==> src/rtl/rxfc_pkg.sv <==
`timescale 1ns/1ps
package rxfc_pkg;

  localparam int unsigned FC_FIRST_OFS = 4;
  localparam int unsigned FC_STRIDE    = 12;
  localparam int unsigned FC_WORD      = 4;

  typedef enum logic [1:0] {
    FC_LO    = 2'd0,
    FC_HI    = 2'd1,
    FC_ALLOC = 2'd2
  } fc_reg_e;

  typedef struct packed {
    logic lo;
    logic hi;
    logic alloc;
  } fc_wr_t;

  function automatic int unsigned fc_reg_ofs(int unsigned unit, fc_reg_e kind);
    return FC_FIRST_OFS + FC_STRIDE * unit + FC_WORD * int'(kind);
  endfunction

endpackage

==> src/rtl/rxfc_wr_decode.sv <==
`timescale 1ns/1ps
module rxfc_wr_decode
  import rxfc_pkg::*;
#(
  parameter int NUM_UNITS = 8,
  parameter int ADDR_W    = 8
) (
  input  logic                          wr_en,
  input  logic [ADDR_W-1:0]             wr_addr,
  output logic                          cfg_we,
  output fc_wr_t [NUM_UNITS-1:0]        unit_we
);

  assign cfg_we = wr_en && (wr_addr == '0);

  for (genvar n = 0; n < NUM_UNITS; n++) begin : g_unit
    localparam logic [ADDR_W-1:0] A_LO = ADDR_W'(fc_reg_ofs(n, FC_LO));
    localparam logic [ADDR_W-1:0] A_HI = ADDR_W'(fc_reg_ofs(n, FC_HI));
    localparam logic [ADDR_W-1:0] A_AL = ADDR_W'(fc_reg_ofs(n, FC_ALLOC));
    assign unit_we[n].lo    = wr_en && (wr_addr == A_LO);
    assign unit_we[n].hi    = wr_en && (wr_addr == A_HI);
    assign unit_we[n].alloc = wr_en && (wr_addr == A_AL);
  end

endmodule

==> src/rtl/rxfc_consume_route.sv <==
`timescale 1ns/1ps
module rxfc_consume_route #(
  parameter int NUM_UNITS = 8,
  parameter int CHAN_W    = 4
) (
  input  logic                 consume_valid,
  input  logic [CHAN_W-1:0]    consume_chan,
  output logic [NUM_UNITS-1:0] unit_hit
);

  logic [CHAN_W-1:0] pair_idx;
  assign pair_idx = consume_chan >> 1;

  for (genvar n = 0; n < NUM_UNITS; n++) begin : g_hit
    assign unit_hit[n] = consume_valid && (pair_idx == CHAN_W'(n));
  end

endmodule

==> src/rtl/rxfc_unit.sv <==
`timescale 1ns/1ps
module rxfc_unit #(
  parameter int CNT_W = 8
) (
  input  logic             clk,
  input  logic             rst,
  input  logic             active_i,
  input  logic             lo_we,
  input  logic             hi_we,
  input  logic             alloc_we,
  input  logic [CNT_W-1:0] wr_cnt,
  input  logic             wr_force,
  input  logic             consume_i,
  output logic             pause_o
);

  localparam int WW = CNT_W + 2;
  localparam logic [WW-1:0] MAXV = {2'b00, {CNT_W{1'b1}}};

  logic [CNT_W-1:0] credit_q, credit_n;
  logic [CNT_W-1:0] lo_q, hi_q;
  logic             force_q, force_n;
  logic             pause_q, pause_n;
  logic [WW-1:0]    wsum;

  always_comb begin
    wsum = {2'b00, credit_q} + (alloc_we ? {2'b00, wr_cnt} : '0);
    if (consume_i) begin
      wsum = (wsum == '0) ? '0 : wsum - 1'b1;
    end
    credit_n = (wsum > MAXV) ? {CNT_W{1'b1}} : wsum[CNT_W-1:0];
    if (!active_i) begin
      credit_n = '0;
    end
  end

  assign force_n = alloc_we ? wr_force : force_q;

  always_comb begin
    pause_n = pause_q;
    if (!active_i || force_n) begin
      pause_n = 1'b0;
    end else if (credit_n < lo_q) begin
      pause_n = 1'b1;
    end else if (credit_n >= hi_q) begin
      pause_n = 1'b0;
    end
  end

  always_ff @(posedge clk) begin
    if (rst) begin
      credit_q <= '0;
      lo_q     <= '0;
      hi_q     <= '0;
      force_q  <= 1'b0;
      pause_q  <= 1'b0;
    end else begin
      credit_q <= credit_n;
      force_q  <= force_n;
      pause_q  <= pause_n;
      if (lo_we) lo_q <= wr_cnt;
      if (hi_we) hi_q <= wr_cnt;
    end
  end

  assign pause_o = pause_q;

  // inactive unit is empty and quiet
  p_idle_when_off_r8: assert property (@(posedge clk) disable iff (rst)
    !active_i |=> (credit_q == '0) && !pause_q);

  // force keeps pause off
  p_force_release_r7: assert property (@(posedge clk) disable iff (rst)
    force_q |-> !pause_q);

  // pause only rises below the low mark
  p_pause_below_lo_r5: assert property (@(posedge clk) disable iff (rst)
    $rose(pause_q) |-> (credit_q < $past(lo_q)));

  // an active unit releases pause only at or above the high mark, or under force
  p_release_at_hi_r6: assert property (@(posedge clk) disable iff (rst)
    ($fell(pause_q) && $past(active_i)) |-> ((credit_q >= $past(hi_q)) || force_q));

  // the count stops at zero
  p_floor_r4: assert property (@(posedge clk) disable iff (rst)
    (active_i && consume_i && !alloc_we && credit_q == '0) |=> (credit_q == '0));

  // the count stops at its maximum
  p_ceiling_r3: assert property (@(posedge clk) disable iff (rst)
    (active_i && alloc_we && !consume_i && credit_q == {CNT_W{1'b1}}) |=>
    (credit_q == {CNT_W{1'b1}}));

endmodule

==> src/rtl/rxfc_credit_bank.sv <==
`timescale 1ns/1ps
module rxfc_credit_bank
  import rxfc_pkg::*;
#(
  parameter int NUM_CHANS = 16,
  parameter int CNT_W     = 8,
  parameter int ADDR_W    = 8,
  parameter int CHAN_W    = $clog2(NUM_CHANS)
) (
  input  logic                     clk,
  input  logic                     rst,
  input  logic                     wr_en,
  input  logic [ADDR_W-1:0]        wr_addr,
  input  logic [31:0]              wr_data,
  input  logic                     consume_valid,
  input  logic [CHAN_W-1:0]        consume_chan,
  output logic [NUM_CHANS/2-1:0]   pause_o
);

  localparam int NUM_UNITS = NUM_CHANS / 2;
  localparam int CFG_W     = NUM_UNITS + 1;
  localparam int FORCE_BIT = 31;

  logic                   cfg_we;
  fc_wr_t [NUM_UNITS-1:0] unit_we;
  logic [NUM_UNITS-1:0]   unit_hit;
  logic [CFG_W-1:0]       cfg_q;
  logic                   unused_bits;

  assign unused_bits = ^wr_data;

  rxfc_wr_decode #(
    .NUM_UNITS (NUM_UNITS),
    .ADDR_W    (ADDR_W)
  ) u_dec (
    .wr_en   (wr_en),
    .wr_addr (wr_addr),
    .cfg_we  (cfg_we),
    .unit_we (unit_we)
  );

  rxfc_consume_route #(
    .NUM_UNITS (NUM_UNITS),
    .CHAN_W    (CHAN_W)
  ) u_route (
    .consume_valid (consume_valid),
    .consume_chan  (consume_chan),
    .unit_hit      (unit_hit)
  );

  always_ff @(posedge clk) begin
    if (rst) begin
      cfg_q <= '0;
    end else if (cfg_we) begin
      cfg_q <= wr_data[CFG_W-1:0];
    end
  end

  for (genvar n = 0; n < NUM_UNITS; n++) begin : g_unit
    rxfc_unit #(
      .CNT_W (CNT_W)
    ) u_unit (
      .clk       (clk),
      .rst       (rst),
      .active_i  (cfg_q[0] && cfg_q[n+1]),
      .lo_we     (unit_we[n].lo),
      .hi_we     (unit_we[n].hi),
      .alloc_we  (unit_we[n].alloc),
      .wr_cnt    (wr_data[CNT_W-1:0]),
      .wr_force  (wr_data[FORCE_BIT]),
      .consume_i (unit_hit[n]),
      .pause_o   (pause_o[n])
    );
  end

  // configuration word loads from a write at offset zero
  p_cfg_load_r1: assert property (@(posedge clk) disable iff (rst)
    (wr_en && wr_addr == '0) |=> (cfg_q == $past(wr_data[CFG_W-1:0])));

  // one write reaches at most one register
  p_single_target_r1: assert property (@(posedge clk) disable iff (rst)
    $onehot0({cfg_we, unit_we}));

  // a consume pulse reaches at most one unit
  p_route_onehot_r2: assert property (@(posedge clk) disable iff (rst)
    $onehot0(unit_hit));

  // pause is clear right after reset
  p_reset_state_r9: assert property (@(posedge clk) disable iff (rst)
    $past(rst) |-> (pause_o == '0));

endmodule

==> config.mk <==
export PLATFORM = sky130hd
export DESIGN_NAME = rxfc_credit_bank
export DESIGN_NICKNAME = d
export VERILOG_FILES = /design/src/rtl/rxfc_pkg.sv /design/src/rtl/rxfc_wr_decode.sv /design/src/rtl/rxfc_consume_route.sv /design/src/rtl/rxfc_unit.sv /design/src/rtl/rxfc_credit_bank.sv
export SDC_FILE = /design/constraint.sdc
export NUM_CORES = 1
export LEC_CHECK = 0
export BUFFER_PORTS_ARGS = -buffer_cell sky130_fd_sc_hd__buf_2
export CAP_MARGIN = 20
export CORE_MARGIN = 5
export CORE_UTILIZATION = 64
export DETAILED_ROUTE_END_ITERATION = 16
export PLACE_DENSITY = 0.83
export RECOVER_POWER = 100
export SLEW_MARGIN = 20
export SYNTH_ARGS = -nofsm -noshare
export SYNTH_HDL_FRONTEND = slang
export SYNTH_SLANG_ARGS = --single-unit
==> constraint.sdc <==
create_clock -name clk -period 7.5 [get_ports clk]
set_input_delay 1.125 -clock clk [delete_from_list [all_inputs] [get_ports clk]]
set_output_delay 1.125 -clock clk [all_outputs]
set_load 0.005 [all_outputs]
Word level (Yosys, flattened, before mapping)
Cells that the tools add are included.

Add/subtract/negate cells: 16. Magnitude comparators: 24. Equal/unequal tests: 31. Mux-type cells: 64. Reduce and logical (&&, ||, !) cells: 83.

Operators by type and width (number): 2-to-1 mux 8 bit (24); 2-to-1 mux 10 bit (16); adder 8 x 10 -> 10 bit (8); > comparator 10 x 8 -> 1 bit (second input constant) (8); zero test 10 bit (8); subtractor 10 x 1 -> 10 bit (second input constant) (8); == test 8 x 7 -> 1 bit (second input constant) (9); == test 8 x 6 -> 1 bit (second input constant) (8); >= comparator 8 bit (8); < comparator 8 bit (8); logical AND 1 bit (41); == test 8 x 5 -> 1 bit (second input constant) (4); 2-to-1 mux 1 bit (24); == test 8 x 4 -> 1 bit (second input constant) (2); nonzero test 2 bit (8); OR reduction 2 bit (8); == test 3 bit (second input constant) (4); == test 8 x 3 -> 1 bit (second input constant) (1); zero test 1 bit (8); zero test 8 bit (1); logical OR 1 bit (8); == test 3 x 2 -> 1 bit (second input constant) (2); zero test 4 bit (1); == test 3 x 1 -> 1 bit (second input constant) (1).

Bits in registers: 217. Bits of input ports: 48. Output and inout port bits: 8.

Depth between registers and ports, before layout
Depth after elaboration: 13. Gate-level depth with buffers: 27.

By module
From an unflattened synthesis, not the netlist that was laid out.

Cell total of the unflattened synthesis: 1924. Area total of the unflattened synthesis: 16465.8 µm².

By module, submodules not included: rxfc_unit at g_unit[0].u_unit ... (instances 4, cells an instance 232, area an instance 1959.4 µm², seq. area each 520.5 µm²); rxfc_unit at g_unit[2].u_unit ... (instances 3, cells an instance 228, area an instance 1960.6 µm², seq. area each 520.5 µm²); rxfc_unit at g_unit[4].u_unit (instances 1, cells an instance 228, area an instance 2030.7 µm², seq. area each 520.5 µm²); rxfc_credit_bank (instances 1, cells an instance 37, area an instance 372.9 µm², seq. area each 180.2 µm²); rxfc_wr_decode (instances 1, cells an instance 39, area an instance 247.7 µm², seq. area each 0.0 µm²); rxfc_consume_route (instances 1, cells an instance 8, area an instance 95.1 µm², seq. area each 0.0 µm²).

Least setup slack after synthesis
OpenSTA, ideal clock, no wires.

Path type: input port to flip-flop. Start point: input wr_addr[2]. End point: register g_unit[7].u_unit.pause_q. Library setup time: 61 ps. Data arrival time: 6272 ps. Required time: 7439 ps. Path slack: 1167 ps. Stages on the path: 25. Path buffers: 2. Path through: nor4b_2 nand2b_1 clkbuf_1 nor4b_1 and2_1 ha_1 buf_2 and3_4 a221oi_4 nor3_1 a311oi_2 o21ai_1 nor3_2 nand2_2 a211oi_2 nor2_1 ha_1 a21o_1 a21o_1 a21o_1 a21o_1 a21oi_1 o21ai_0 o211ai_1 and4b_1.

Longest elaborated chain between the ends: 12.

Ends and longest elaborated chain: from (decl) (RTL line rxfc_credit_bank.sv:13) `input logic [ADDR_W-1:0] wr_addr,`; == test 8 x 7 -> 1 bit * (RTL line rxfc_wr_decode.sv:22) `assign unit_we[n].alloc = wr_en && (wr_addr == A_AL);`; logical AND 1 bit * (RTL line rxfc_wr_decode.sv:22); 2-to-1 mux 8 bit * (RTL line rxfc_unit.sv:27) `wsum = {2'b00, credit_q} + (alloc_we ? {2'b00, wr_cnt} : '0);`; adder 8 x 10 -> 10 bit * (RTL line rxfc_unit.sv:27); subtractor 10 x 1 -> 10 bit or zero test 10 bit (tied branches) (RTL line rxfc_unit.sv:29) `wsum = (wsum == '0) ? '0 : wsum - 1'b1;`; 2-to-1 mux 10 bit (RTL line rxfc_unit.sv:29); 2-to-1 mux 10 bit * (RTL line rxfc_unit.sv:28) `if (consume_i) begin`; > comparator 10 x 8 -> 1 bit (RTL line rxfc_unit.sv:31) `credit_n = (wsum > MAXV) ? {CNT_W{1'b1}} : wsum[CNT_W-1:0];`; 2-to-1 mux 8 bit * (RTL line rxfc_unit.sv:31); 2-to-1 mux 8 bit * (RTL line rxfc_unit.sv:32) `if (!active_i) begin`; net g_unit[7].u_unit.credit_n[1] (RTL line rxfc_unit.sv:20) `logic [CNT_W-1:0] credit_q, credit_n;`; < comparator 8 bit or >= comparator 8 bit (tied branches) (RTL line rxfc_unit.sv:43, rxfc_unit.sv:45); 2-to-1 mux 1 bit or nonzero test 2 bit (tied branches); to (signal assigned) (RTL line rxfc_unit.sv:60) `pause_q <= pause_n;`; to (decl) (RTL line rxfc_unit.sv:23) `logic pause_q, pause_n;`.

The timed path passes the listed nets; every way through them passes the cells marked *. A chain may end at the register's enable or synchronous reset.

Final worst setup path
Start point: input wr_addr[2]. End point: register g_unit[5].u_unit.pause_q.

Longest elaborated chain between the ends: 12.

Ends and longest elaborated chain (RTL line): == test 8 x 7 -> 1 bit * (rxfc_wr_decode.sv:22); logical AND 1 bit * (rxfc_wr_decode.sv:22); 2-to-1 mux 8 bit (rxfc_unit.sv:27); adder 8 x 10 -> 10 bit (rxfc_unit.sv:27); subtractor 10 x 1 -> 10 bit or zero test 10 bit (tied branches) (rxfc_unit.sv:29); 2-to-1 mux 10 bit (rxfc_unit.sv:29); 2-to-1 mux 10 bit (rxfc_unit.sv:28); > comparator 10 x 8 -> 1 bit (rxfc_unit.sv:31); 2-to-1 mux 8 bit (rxfc_unit.sv:31); 2-to-1 mux 8 bit (rxfc_unit.sv:32); < comparator 8 bit or >= comparator 8 bit (tied branches) (rxfc_unit.sv:43, rxfc_unit.sv:45); 2-to-1 mux 1 bit or nonzero test 2 bit (tied branches); to (signal assigned) (rxfc_unit.sv:60); to (decl) (rxfc_unit.sv:23).

Mark *: on every way between the ends. The rest lies on a longest branch, timed or not.

==> results.yml <==
timing:
  worst_pin_slew_ns: 3.33
  post-route-period-util_pct: 91.6
  finalHoldViolCount: 0
  max_freq_mhz: 146
  fin_crit_ns: 6.87
  rsz0062_at_grt: "false"
  fin_ws_ns: 0.630
  finalClockSkew_ns: 0.0223
  slew_headroom_pct: -122
  drv_slew: 151
  setup_tns_ns: 0
  finalSetupViolCount: 0
placement:
  port_buffers: 32
  dp_hpwl_um: 29500
  dp_cells: 2327
  dp_slack_ns: 0.628
  place_congestion: 0.949
route:
  wire_per_inst_um: 17.0
  drt-pass1-iter-count: 6
  via_per_inst: 6.13
  ant_nets: 0
  wirelength_um: 40500
  num_vias: 14575
  first_iter_violations: 1096
  drc: 0
worst_setup_path:
  path_common_cell: "a21o_1"
  rr_endpoint: "g_unit[5].u_unit.pause_o$_SDFFE_PP0P_"
  critical_path_required_ns: 7.98
  crit_type: "in2reg"
  rr_worst_depth: 21
  arrival_ns: 7.35
  crit_buf_inv: 3
  cp_slowest_cell: "nor4b_2"
  cp-end-kind: "flip-flop"
  crit_path_max_fanout: 11
  critPathMaxStageDelay_ns: 0.58
  r2r_slack_ns: 2.62
  rr_startpoint: "g_unit[5].u_unit.credit_q[0]$_SDFF_PP0_"
  cp-start-kind: "input pin"
  critPathTopFamily: "compound AO/OA/AOI/OAI gates"
layout:
  nets: 2271
  instances_no_fill: 2376
  area_growth_pct: 7.35
  final_util_pct: 69.8
  drive_above_1_share_pct: 5.78
synthesis:
  synth_top_area_share_pct: 26.5
  yosysTopAreaCell: "dfxtp_1"
  synthDistinctLibCells: 97
  synth_area_leaders: "dfxtp_1 (27%), ha_1 (15%), mux2i_1 (8.5%)"
  yosys.cell_count.top_type: "nor2_1"
  synth_warnings: 0
  syn_area_sq_um: 16400
  netlist_instances: 2027
  ys_seq_area_share_pct: 26.5
  synthTopCellsByCount: "nor2_1 (274), dfxtp_1 (217), ha_1 (190)"
  synth_ff_type: "dfxtp_1"
  syn_avg_cell_area_sq_um: 8.08
  synthesis.nets: 2273
  synth_edf_count: 0
  yosys_register_bits: 217
  async_flop_share_pct: 0
clock_tree:
  cts_inserted_buffers: 26
  insertion_delay_ns: 0.55
  cts.hold.buffers_added: 0
  cts_setup_buffers: 0
  cts.clk_slew.worst_paths_ns: 0.06
  cts_sinks: 217
  cts_tree: "built"
  cts-htree-levels: 1
  post_cts_resized: 0
  root_buffer: "clkbuf_16"
  clock_path_buffers: 3
worst_hold_path:
  holdCritStartpoint: "g_unit[0].u_unit.hi_q[3]$_SDFFE_PP0P_"
  holdCritPathClass: "reg2reg"
  holdPathEnd: "g_unit[0].u_unit.hi_q[3]$_SDFFE_PP0P_"
  hold_path_depth: 2
global_routing:
  grt_start_max_net_pins: 78
  grt_antenna_before_repair: 4
  grt_first_pass_wirelength_um: 67400
  grt_overflow: 0
  grt_usage_pct: 27.5
  first_global_vias: 14125
outcome:
  status: "complete, but fails checks"
  violations: "capacitance limit, slew limit"
die:
  num_io_pins: 56
  die_h_um: 170
  dieArea_sq_um: 28900
  rows: 58
  initial_utilization_pct: 65.1
  die_w_um: 170
  core_region_area_sq_um: 25200
power_and_ir_drop:
  ir_drop_mv: 0.175
  power.leakage_nw: 7.46
  powerDensity_nw_per_um2: 147
run:
  cap_violations: 2
cell type report:
cell class | count | area, sq um
Antenna cell | 3 | 7.51
Clock buffer | 37 | 742
Clock inverter | 9 | 163
Fill cell | 1990 | 7600
Inverter | 167 | 627
Multi-Input combinational cell | 1560 | 11000
Sequential cell | 217 | 4340
Tap cell | 330 | 413
Timing Repair Buffer | 53 | 279
cells in the final DEF (no fill, tap or decap), types with 15 or more instances in the layout:
cell type / Yosys / routed
a211oi_1: 23 / 27
nor2_1: 274 / 274
nand2b_1: 43 / 43
a31oi_1: 15 / 15
o211ai_1: 16 / 16
ha_1: 190 / 190
dfxtp_1: 217 / 217
nand2_1: 109 / 110
inv_1: 167 / 167
buf_2: 6 / 21
and2_1: 72 / 64
xor2_1: 18 / 18
clkbuf_16: 0 / 26
nand4_1: 15 / 15
nor2b_1: 43 / 44
o21a_1: 19 / 19
a21oi_1: 117 / 117
or3_1: 17 / 17
nor3_1: 45 / 45
xnor2_1: 22 / 23
nand3_1: 43 / 43
clkbuf_1: 65 / 23
mux2i_1: 139 / 139
o21ai_0: 52 / 53
a21o_1: 53 / 53
power breakdown:
group	leakage [nW]	internal [mW]	switching (mW)
Sequential	1.75	1.15	0.000517
Combinational	5.27	0.0234	0.0784
Clock	0.439	0.824	0.498
worst reg2reg max path, stage by stage, from the launching register on:
cell and delay (ns):
dfxtp_1 0.32, ha_1 0.22, inv_1 0.08, fa_1 0.43, nor2b_1 0.25, o211ai_1 0.11
a21boi_0 0.29, o21ai_0 0.18, a211oi_1 0.49, a31o_2 0.26, nand2_1 0.23, a21o_1 0.24
ha_1 0.25, nand2b_1 0.13, a21o_1 0.17, a21o_1 0.18, a21o_1 0.18, a21o_1 0.18
a211oi_1 0.23, o211a_1 0.21, o21ai_0 0.09, a21oi_1 0.11
cells by family (layout without fill, tap and decap cells):
kind of cell             Yosys count  count (layout)  synth area share (%)
other                              0               3                     0
adder cells (fa/ha/maj)          198             198                  15.5
flip-flops                       217             217                  26.5
buffers and inverters            250             266                  5.96
multiplexers                     140             140                  8.56
XOR/XNOR                          41              41                  2.24
AO/OA/AOI/OAI                    438             438                  18.6
AND/OR/NAND/NOR                  743             743                  22.6
metrics by stage:
| stage | hold WS, ns | instance area, sq um | total power, mW |
|---|---|---|---|
| 3_5_place_dp | 0.447 | 16800 | 1.28 |
| 3_3_place_gp | 0.442 | 16800 | 1.28 |
| 6_report | 0.455 | 17600 | 2.58 |
| 5_1_grt | 0.469 | 17600 | 2.66 |
| 2_1_floorplan | 0.436 | 16400 | 1.24 |
| 4_1_cts | 0.454 | 17700 | 2.60 |
flip-flops by register name, summed over array words and instances, names as in the netlist:
signal,flops
g_unit.u_unit.lo_q,64
g_unit.u_unit.credit_q,64
g_unit.u_unit.hi_q,64
g_unit.u_unit.force_q,8
g_unit.u_unit.pause_o,8
cfg_q,9
worst max path at each step:
| stage | from | endpoint | slack (ns) | cells past startpoint |
|---|---|---|---|---|
| 2_1_floorplan | wr_addr[2] | g_unit[7].u_unit.pause_o$_SDFFE_PP0P_ | 1.17 | 25 |
| 3_5_place_dp | wr_addr[2] | g_unit[7].u_unit.pause_o$_SDFFE_PP0P_ | 0.63 | 27 |
| 6_report | wr_addr[2] | g_unit[5].u_unit.pause_o$_SDFFE_PP0P_ | 0.63 | 27 |
| 3_3_place_gp | wr_addr[2] | g_unit[7].u_unit.pause_o$_SDFFE_PP0P_ | 0.68 | 27 |
| 5_1_grt | wr_addr[2] | g_unit[5].u_unit.pause_o$_SDFFE_PP0P_ | 0.32 | 27 |
| 4_1_cts | wr_addr[2] | g_unit[7].u_unit.pause_o$_SDFFE_PP0P_ | 1.13 | 27 |
layer usage:
| metal | track usage, % | vias to the layer above | share of wire (%) |
|---|---|---|---|
| met5 | 0 | - | 0.099 |
| met3 | 3.74 | 101 | 6.5 |
| met4 | 9.41 | 6 | 3.2 |
| met2 | 46.6 | 465 | 46 |
| li1 | - | 7155 | - |
| met1 | 36.1 | 6848 | 44 |
Note: power is estimated with default switching activity, not from simulation.
